**config.mk**
```make
export PLATFORM = sky130hd
export DESIGN_NAME = fuse_burn_sequencer
export DESIGN_NICKNAME = d
export VERILOG_FILES = /design/src/rtl/fuse_seq_pkg.sv /design/src/rtl/fuse_seq_dp.sv /design/src/rtl/fuse_seq_ctrl.sv /design/src/rtl/fuse_burn_sequencer.sv
export SDC_FILE = /design/constraint.sdc
export NUM_CORES = 1
export LEC_CHECK = 0
export BUFFER_PORTS_ARGS = -buffer_cell sky130_fd_sc_hd__clkbuf_2
export CORE_MARGIN = 1
export CORE_UTILIZATION = 50
export DETAILED_ROUTE_END_ITERATION = 8
export PLACE_DENSITY = 0.7
export RECOVER_POWER = 50
export SYNTH_ARGS = -nofsm -noshare
export SYNTH_HDL_FRONTEND = slang
export SYNTH_SLANG_ARGS = --single-unit
export TNS_END_PERCENT = 50
```
**constraint.sdc**
```tcl
create_clock -name clk -period 3.2 [get_ports clk]
set_clock_uncertainty 0.05 [all_clocks]
set_input_delay 0.64 -clock clk [delete_from_list [all_inputs] [get_ports clk]]
set_output_delay 0.64 -clock clk [all_outputs]
set_load 0.05 [all_outputs]
```
**src/rtl/fuse_seq_pkg.sv**
```systemverilog
package fuse_seq_pkg;

  typedef enum logic [2:0] {
    S_IDLE,
    S_EVAL,
    S_PRE,
    S_PULSE,
    S_POST,
    S_SETTLE,
    S_GAP
  } seqState_t;

  // strobes from control to datapath
  typedef struct packed {
    logic load;
    logic shift;
  } dpCmd_t;

endpackage

```
**src/rtl/fuse_seq_dp.sv**
```systemverilog
module fuse_seq_dp
  import fuse_seq_pkg::*;
#(
  parameter int DATA_W  = 32,
  parameter int PROG_W  = 12,
  parameter int RELAX_W = 4,
  parameter int READ_W  = 6,
  localparam int IDX_W  = $clog2(DATA_W),
  localparam int USED_W = PROG_W + RELAX_W + READ_W
) (
  input  logic               clk,
  input  logic               rstN,
  input  dpCmd_t             cmd,
  input  logic [DATA_W-1:0]  dataIn,
  input  logic [USED_W-1:0]  timingIn,
  output logic               curBit,
  output logic               lastBit,
  output logic [IDX_W-1:0]   bitIdx,
  output logic [PROG_W-1:0]  progLen,
  output logic [RELAX_W-1:0] relaxLen,
  output logic [READ_W-1:0]  readLen
);

  localparam int RELAX_LSB = PROG_W;
  localparam int READ_LSB  = PROG_W + RELAX_W;

  logic [DATA_W-1:0]  shiftReg;
  logic [PROG_W-1:0]  progField;
  logic [RELAX_W-1:0] relaxField;
  logic [READ_W-1:0]  readField;

  assign progField  = timingIn[PROG_W-1:0];
  assign relaxField = timingIn[RELAX_LSB +: RELAX_W];
  assign readField  = timingIn[READ_LSB +: READ_W];

  assign curBit  = shiftReg[0];
  assign lastBit = (bitIdx == IDX_W'(DATA_W - 1));

  always_ff @(posedge clk) begin
    if (!rstN) begin
      shiftReg <= '0;
      bitIdx   <= '0;
      progLen  <= PROG_W'(1);
      relaxLen <= RELAX_W'(1);
      readLen  <= READ_W'(1);
    end else if (cmd.load) begin
      shiftReg <= dataIn;
      bitIdx   <= '0;
      // zero counts are not usable, run them as one
      progLen  <= (progField  == '0) ? PROG_W'(1)  : progField;
      relaxLen <= (relaxField == '0) ? RELAX_W'(1) : relaxField;
      readLen  <= (readField  == '0) ? READ_W'(1)  : readField;
    end else if (cmd.shift) begin
      shiftReg <= {1'b0, shiftReg[DATA_W-1:1]};
      bitIdx   <= lastBit ? '0 : bitIdx + IDX_W'(1);
    end
  end

  a_r10_data_held: assert property (@(posedge clk) disable iff (!rstN)
    (!cmd.load && !cmd.shift) |=> $stable(shiftReg) && $stable(progLen));

  a_r3_index_steps: assert property (@(posedge clk) disable iff (!rstN)
    (cmd.shift && !lastBit) |=> bitIdx == $past(bitIdx) + IDX_W'(1));

  a_r6_no_zero_len: assert property (@(posedge clk) disable iff (!rstN)
    cmd.load |=> (progLen != '0) && (relaxLen != '0) && (readLen != '0));

endmodule

```
**src/rtl/fuse_seq_ctrl.sv**
```systemverilog
module fuse_seq_ctrl
  import fuse_seq_pkg::*;
#(
  parameter int PROG_W     = 12,
  parameter int RELAX_W    = 4,
  parameter int READ_W     = 6,
  parameter int GAP_CYCLES = 250,
  parameter int CNT_W      = 12
) (
  input  logic               clk,
  input  logic               rstN,
  input  logic               startReq,
  input  logic               curBit,
  input  logic               lastBit,
  input  logic [PROG_W-1:0]  progLen,
  input  logic [RELAX_W-1:0] relaxLen,
  input  logic [READ_W-1:0]  readLen,
  output dpCmd_t             cmd,
  output logic               busy,
  output logic               fuseStrobe,
  output logic               done
);

  seqState_t state, stateNext;
  logic [CNT_W-1:0] cnt, cntNext;
  logic cntZero;

  assign cntZero = (cnt == '0);

  always_comb begin
    stateNext = state;
    cntNext   = cntZero ? cnt : cnt - CNT_W'(1);
    cmd       = '0;
    unique case (state)
      S_IDLE: begin
        if (startReq) begin
          cmd.load  = 1'b1;
          stateNext = S_EVAL;
        end
      end
      S_EVAL: begin
        if (curBit) begin
          stateNext = S_PRE;
          cntNext   = CNT_W'(relaxLen) - CNT_W'(1);
        end else begin
          cmd.shift = 1'b1;
          if (lastBit) begin
            stateNext = S_SETTLE;
            cntNext   = CNT_W'(readLen) - CNT_W'(1);
          end
        end
      end
      S_PRE: begin
        if (cntZero) begin
          stateNext = S_PULSE;
          cntNext   = CNT_W'(progLen) - CNT_W'(1);
        end
      end
      S_PULSE: begin
        if (cntZero) begin
          stateNext = S_POST;
          cntNext   = CNT_W'(relaxLen) - CNT_W'(1);
        end
      end
      S_POST: begin
        if (cntZero) begin
          cmd.shift = 1'b1;
          if (lastBit) begin
            stateNext = S_SETTLE;
            cntNext   = CNT_W'(readLen) - CNT_W'(1);
          end else begin
            stateNext = S_EVAL;
          end
        end
      end
      S_SETTLE: begin
        if (cntZero) begin
          stateNext = S_GAP;
          cntNext   = CNT_W'(GAP_CYCLES - 1);
        end
      end
      S_GAP: begin
        if (cntZero) stateNext = S_IDLE;
      end
      default: stateNext = S_IDLE;
    endcase
  end

  always_ff @(posedge clk) begin
    if (!rstN) begin
      state <= S_IDLE;
      cnt   <= '0;
    end else begin
      state <= stateNext;
      cnt   <= cntNext;
    end
  end

  assign busy       = (state != S_IDLE) && (state != S_GAP);
  assign fuseStrobe = (state == S_PULSE);
  assign done       = (state == S_GAP) && cntZero;

  a_r2_busy_after_start: assert property (@(posedge clk) disable iff (!rstN)
    (state == S_IDLE && startReq) |=> busy);

  a_r9_gap_blocks_start: assert property (@(posedge clk) disable iff (!rstN)
    (state == S_GAP && startReq) |=> (state != S_EVAL));

  a_r11_strobe_in_busy: assert property (@(posedge clk) disable iff (!rstN)
    fuseStrobe |-> busy);

  a_r8_done_single: assert property (@(posedge clk) disable iff (!rstN)
    done |=> !done && !busy);

  a_r4_index_under_strobe: assert property (@(posedge clk) disable iff (!rstN)
    (fuseStrobe && $past(fuseStrobe)) |-> !$past(cmd.shift));

endmodule

```
**src/rtl/fuse_burn_sequencer.sv**
```systemverilog
module fuse_burn_sequencer
  import fuse_seq_pkg::*;
#(
  parameter int DATA_W     = 32,
  parameter int TIMING_W   = 32,
  parameter int PROG_W     = 12,
  parameter int RELAX_W    = 4,
  parameter int READ_W     = 6,
  parameter int GAP_CYCLES = 250,
  localparam int IDX_W     = $clog2(DATA_W),
  localparam int USED_W    = PROG_W + RELAX_W + READ_W,
  localparam int GAP_W     = $clog2(GAP_CYCLES + 1),
  localparam int LEN_W     = (PROG_W > READ_W) ? PROG_W : READ_W,
  localparam int CNT_W     = (LEN_W > GAP_W) ? LEN_W : GAP_W
) (
  input  logic                clk,
  input  logic                rstN,
  input  logic                startReq,
  input  logic [DATA_W-1:0]   burnData,
  input  logic [TIMING_W-1:0] timingCfg,
  output logic                fuseStrobe,
  output logic [IDX_W-1:0]    bitIndex,
  output logic                busy,
  output logic                done
);

  dpCmd_t             cmd;
  logic               curBit, lastBit;
  logic [PROG_W-1:0]  progLen;
  logic [RELAX_W-1:0] relaxLen;
  logic [READ_W-1:0]  readLen;

  logic unusedTimingHigh;
  assign unusedTimingHigh = ^timingCfg[TIMING_W-1:USED_W];

  fuse_seq_dp #(
    .DATA_W(DATA_W), .PROG_W(PROG_W), .RELAX_W(RELAX_W), .READ_W(READ_W)
  ) u_dp (
    .clk(clk), .rstN(rstN), .cmd(cmd),
    .dataIn(burnData), .timingIn(timingCfg[USED_W-1:0]),
    .curBit(curBit), .lastBit(lastBit), .bitIdx(bitIndex),
    .progLen(progLen), .relaxLen(relaxLen), .readLen(readLen)
  );

  fuse_seq_ctrl #(
    .PROG_W(PROG_W), .RELAX_W(RELAX_W), .READ_W(READ_W),
    .GAP_CYCLES(GAP_CYCLES), .CNT_W(CNT_W)
  ) u_ctrl (
    .clk(clk), .rstN(rstN), .startReq(startReq),
    .curBit(curBit), .lastBit(lastBit),
    .progLen(progLen), .relaxLen(relaxLen), .readLen(readLen),
    .cmd(cmd), .busy(busy), .fuseStrobe(fuseStrobe), .done(done)
  );

  a_r11_done_not_busy: assert property (@(posedge clk) disable iff (!rstN)
    done |-> !busy && !fuseStrobe);

endmodule

```
======== Word-level counts from Yosys, hierarchy flattened ========
Index checks and enable logic that the tools add are counted.
operators by class
  add/sub/neg operators ................... 5
  bitwise logic cells ..................... 1
  multiplexer cells ....................... 29
  reductions and logical operators ........ 11
  equal/unequal tests ..................... 15
operators by type and width
  operator                                                number
  two-way mux 12 bit                                      8
  two-way mux 32 bit                                      2
  case mux 12 bit (5 select lines)                        1
  two-way mux 3 bit                                       9
  zero test 12 bit                                        2
  subtractor 12 x 1 -> 12 bit (second input constant)     2
  case mux 3 bit (7 select lines)                         1
  inequality test 2 x 1 -> 1 bit (second input constant)  5
  equality test 3 bit (second input constant)             3
  AND reduction 7 bit                                     1
  subtractor 6 x 1 -> 7 bit (second input constant)       1
  equality test 3 x 2 -> 1 bit (second input constant)    2
  zero test 6 bit                                         1
  two-way mux 6 bit                                       1
  inequality test 3 bit (second input constant)           2
  adder 5 x 1 -> 5 bit (second input constant)            1
  equality test 5 bit (second input constant)             1
  two-way mux 5 bit                                       1
  subtractor 4 x 1 -> 5 bit (second input constant)       1
  zero test 4 bit                                         1
  two-way mux 1 bit                                       4
  two-way mux 4 bit                                       1
  equality test 3 x 1 -> 1 bit (second input constant)    1
  zero test 3 bit                                         1
  other kinds (7)                                         8
word-level totals
  output and inout port bits .............. 8
  bits in registers ....................... 74

======== Logic depth before layout (Yosys ltp) ========
  depth after elaboration ................. 5
  mapped depth ............................ 11
  mapped depth without buffers ............ 10

======== Modules after synthesis ========
From an unflattened synthesis, not the netlist that was laid out.
unflattened totals
  cell total of the unflattened synthesis .. 582
  area, all modules ....................... 4717.0 um^2
modules (own cells, without submodules)
  module         times used  cells each  area an instance (um^2)
  fuse_seq_dp    1           283         2692.6
  fuse_seq_ctrl  1           299         2024.4

======== Worst setup path before layout ========
No wires, ideal clock.
  kind .................................... reg2reg
  start ................................... reg u_ctrl.cnt[0]
  end ..................................... reg u_ctrl.cnt[0]
  clock period less this slack ............ 2.734 ns
  slack ................................... 0.466 ns
  stages on the path, launching flop included .. 12
  setup time .............................. 0.120 ns
  data arrival time ....................... 2.565 ns
  required time ........................... 3.030 ns
  cells stage by stage .................... dfxtp_1 > inv_1 > ha_1 > or4b_1 > buf_2 > nor3_4 > inv_1 > ha_1 > a2bb2oi_1 > a2bb2oi_1 > o311ai_0 > o31a_1
between the ends
  word-level cells in the longest chain between the ends .. 5
RTL lines
  what                                                                    RTL line                                  text
  start, declared                                                         fuse_seq_ctrl.sv:25                       logic [CNT_W-1:0] cnt, cntNext;
  start signal, assigned                                                  fuse_seq_ctrl.sv:95                       cnt <= cntNext;
  subtractor 12 x 1 -> 12 bit / zero test 12 bit (equally long branches)  fuse_seq_ctrl.sv:32, fuse_seq_ctrl.sv:28
  two-way mux 12 bit                                                      fuse_seq_ctrl.sv:32                       cntNext = cntZero ? cnt : cnt - CNT_W'(1);
  two-way mux 12 bit                                                      fuse_seq_ctrl.sv:47, fuse_seq_ctrl.sv:68
  two-way mux 12 bit (on tied branches)                                   fuse_seq_ctrl.sv:66, fuse_seq_ctrl.sv:42
  case mux 12 bit (5 select lines) *                                      fuse_seq_ctrl.sv:34                       unique case (state)
Mark *: on every way between the ends. The rest lies on a longest branch, timed or not.
A chain may end at the register's enable or synchronous reset.

======== Worst setup path after layout ========
  start ................................... reg u_ctrl.cnt[0]
  end ..................................... out done
between the ends
  word-level cells in the longest chain between the ends .. 2
RTL lines
  what               RTL line                   text
  zero test 12 bit   fuse_seq_ctrl.sv:28        assign cntZero = (cnt == '0);
  logical AND 1 bit  fuse_seq_ctrl.sv:101       assign done = (state == S_GAP) && cntZero;
  end, declared      fuse_burn_sequencer.sv:24  output logic done
No other way between the ends.

==> flow_summary.yaml <==
place:
  port_buffers: 64
  place_ws_ns: 0.315
  gp_routability_congestion: 0.942
  dpl.hpwl_um: 8380
yosys:
  synth_area_leaders: "dfxtp_1, nand2_1, o21ai_0, a31oi_1, a21oi_1"
  synth.yosys.warnings: 0
  ys_seq_elements: 74
  syn_area_per_cell_um2: 7.34
  synth-edff-count: 0
  yosysSeqAreaShare: 0.347
  yosys.area.top_type: "dfxtp_1"
  synth-async-reset-ratio: 0
  synth_ff_type: "dfxtp_1"
  synthCells: 582
  syn-num-nets: 656
  synth.distinct_cells: 57
  synth_area_um2: 4270
  yosysTopAreaCellShare: 0.347
worst_setup_path:
  worstRegToRegCells: 11
  cpMaxStageDelayCell: "or4b_4"
  path_class: "reg2out"
  cp_max_fo: 6
  r2r_slack_ns: 0.27
  rr_endpoint: "u_ctrl.cnt[0]"
  start_kind: "flip-flop"
  path_cells: "inv_1, ha_1, or4b_4, nor3_4, and4_1, clkbuf_2"
  cp_num_buf_inv: 2
  critPathArrivalTime_ns: 2.44
  crit_family: "simple AND/OR/NAND/NOR gates"
  max_stage_delay_ns: 0.54
  crit_required_ns: 2.51
  timing.rr.start: "u_ctrl.cnt[0]"
  cp-end-kind: "primary output"
drt:
  wire_per_inst_um: 15.6
  routed_wl_um: 11600
  route.top_layer_used: "met4"
  dr_total_vias: 4463
  drt_pass1_iterations: 5
  drt_iter0_markers: 291
  dr_wl_met2_um: 5230
  drcViolationCount: 0
  drt-vias-per-instance: 5.97
  route.met3.wl_um: 758
  ant_nets: 0
  wl_met1_um: 5430
global_routing:
  antenna_found_initial: 0
  grt_pass1_wl_um: 19200
  grt_pass1_vias: 4017
  grt_overflow: 0
  grt_max_degree: 49
  grt_use_total: 0.274
sta:
  hold_ws_ns: 0.426
  hold_violations: 0
  fmax_mhz: 319
  setup_viol: 0
  slew_viol_final: 0
  fin_crit_ns: 3.13
  relSlewSlack: 0.281
  fin_crit_sh: 0.979
  tightest_slew_ns: 1.08
  worst_slack_ns: 0.0670
floorplan:
  die-area_um2: 8920
  coreArea_um2: 8260
  chipWidth_um: 94.4
  initial_core_util: 0.517
  rows: 33
  die_height_um: 94.4
  io_pins: 75
cts:
  clock_latency_ns: 0.35
  ctsHoldBuffers: 0
  clkTransAtPathRegs_ns: 0.08
  cts_buffers: 9
  cts_tree: "built"
  cts.path.max_buffers: 2
  cts.sinks: 74
  htreeDepth: 3
  ctsRootBufferMaster: "clkbuf_8"
min_path:
  hp-start: "u_dp.shiftReg[20]"
  hold_class: "reg2reg"
  hold_end: "u_dp.shiftReg[19]"
  holdPathStages: 2
layout:
  area_growth_pct: 14.9
  fin_nets: 712
  final_common_cell: "nand2_1"
  n_antenna_cell: 0
  fillerInstances: 819
  layout_common_cells: "nand2_1, dfxtp_1, clkbuf_2, o21ai_0, a21oi_1"
  layout-drive-gt1-share: 0.160
status:
  outcome: "complete, no violations"
run:
  timing.max_cap.violations: 0
power:
  vdd_ir_drop_max_v: 0.000329
  power_density_nw_per_um2: 794
  p_leak_nw: 1.92
## area by class of cell
cell class / count / area, µm² / area share
Tap cell: 105 / 131 / 0.0268
Clock inverter: 6 / 65.1 / 0.0133
Sequential cell: 74 / 1480 / 0.302
Timing Repair Buffer: 87 / 480 / 0.0979
Clock buffer: 10 / 128 / 0.0260
Inverter: 18 / 67.6 / 0.0138
Multi-Input combinational cell: 448 / 2550 / 0.521
## per-stage QoR
step	TNS (ns)	util	std cells	power, W	area [µm²]
CTS	0	0.595	745	0.00385	4910
detailed placement	0	0.572	729	0.00310	4720
floorplan	0	-	582	0.00259	4270
finish	0	0.594	748	0.00390	4910
global placement	0	0.572	729	0.00307	4720
global route	-0.0104	0.594	748	0.00419	4910
## synth_stat cells, drive strengths merged (4+ instances only)
master / n
nand4: 6
o221ai: 5
o211ai: 7
dfxtp: 74
a21oi: 49
xor2: 11
or4b: 4
xnor2: 7
or4: 6
nand3: 10
nand2: 127
a211oi: 4
o31ai: 8
buf: 7
inv: 17
ha: 7
nor4: 6
a31oi: 39
nor3: 15
mux2i: 4
o21ai: 49
clkbuf: 35
or3: 5
o21bai: 4
nor2: 23
## cell families after synthesis
logic type | count (synthesis) | synth area share
flip-flops | 74 | 0.347
AO/OA/AOI/OAI | 192 | 0.278
multiplexers | 5 | 0.0120
adder cells (fa/ha/maj) | 7 | 0.0205
buffers and inverters | 60 | 0.0562
AND/OR/NAND/NOR | 226 | 0.249
XOR/XNOR | 18 | 0.0369
## what timing repair did
action | in CTS | in global routing
buffers inserted | 0 | 3
pin swaps | 1 | 1
resized for setup | 0 | 1
endpoints found under the setup margin | 1 | 1
## registers in the layout (all words and copies together) (netlist names)
signal and count:
u_dp.bitIdx 5, u_dp.relaxLen 4, u_dp.shiftReg 32, u_ctrl.cnt 12, u_dp.progLen 12, u_ctrl.state 3
u_dp.readLen 6
## how the worst max path moves through the flow
stage / depth (start not counted) / endpoint / startpoint
5_1_grt: 6 / done / u_ctrl.cnt[0]
3_3_place_gp: 10 / u_ctrl.cnt[0] / u_ctrl.cnt[0]
3_5_place_dp: 10 / u_ctrl.cnt[0] / u_ctrl.cnt[0]
4_1_cts: 6 / done / u_ctrl.cnt[0]
2_1_floorplan: 11 / u_ctrl.cnt[0] / u_ctrl.cnt[0]
6_report: 6 / done / u_ctrl.cnt[0]
## layer usage
metal	vias up	GRT usage
met5	-	0
met4	0	0.0910
met3	27	0.0564
met2	180	0.420
met1	2029	0.381
li1	2227	-
## power by group
group | switching (W) | internal [W]
Combinational | 0.00112 | 0.000752
Clock | 0.000373 | 0.000362
Sequential | 0.000185 | 0.00111
Total | 0.00168 | 0.00222
## worst register-to-register path: stages (launching register included)
cell	delay [ns]
dfxtp_1	0.37
inv_1	0.11
ha_1	0.22
or4b_4	0.54
nor3_4	0.32
buf_4	0.17
inv_1	0.04
ha_1	0.31
a2bb2oi_1	0.15
a2bb2oi_1	0.16
o311ai_0	0.14
o31a_1	0.25
No activity file was read; power rests on OpenSTA's default activity.
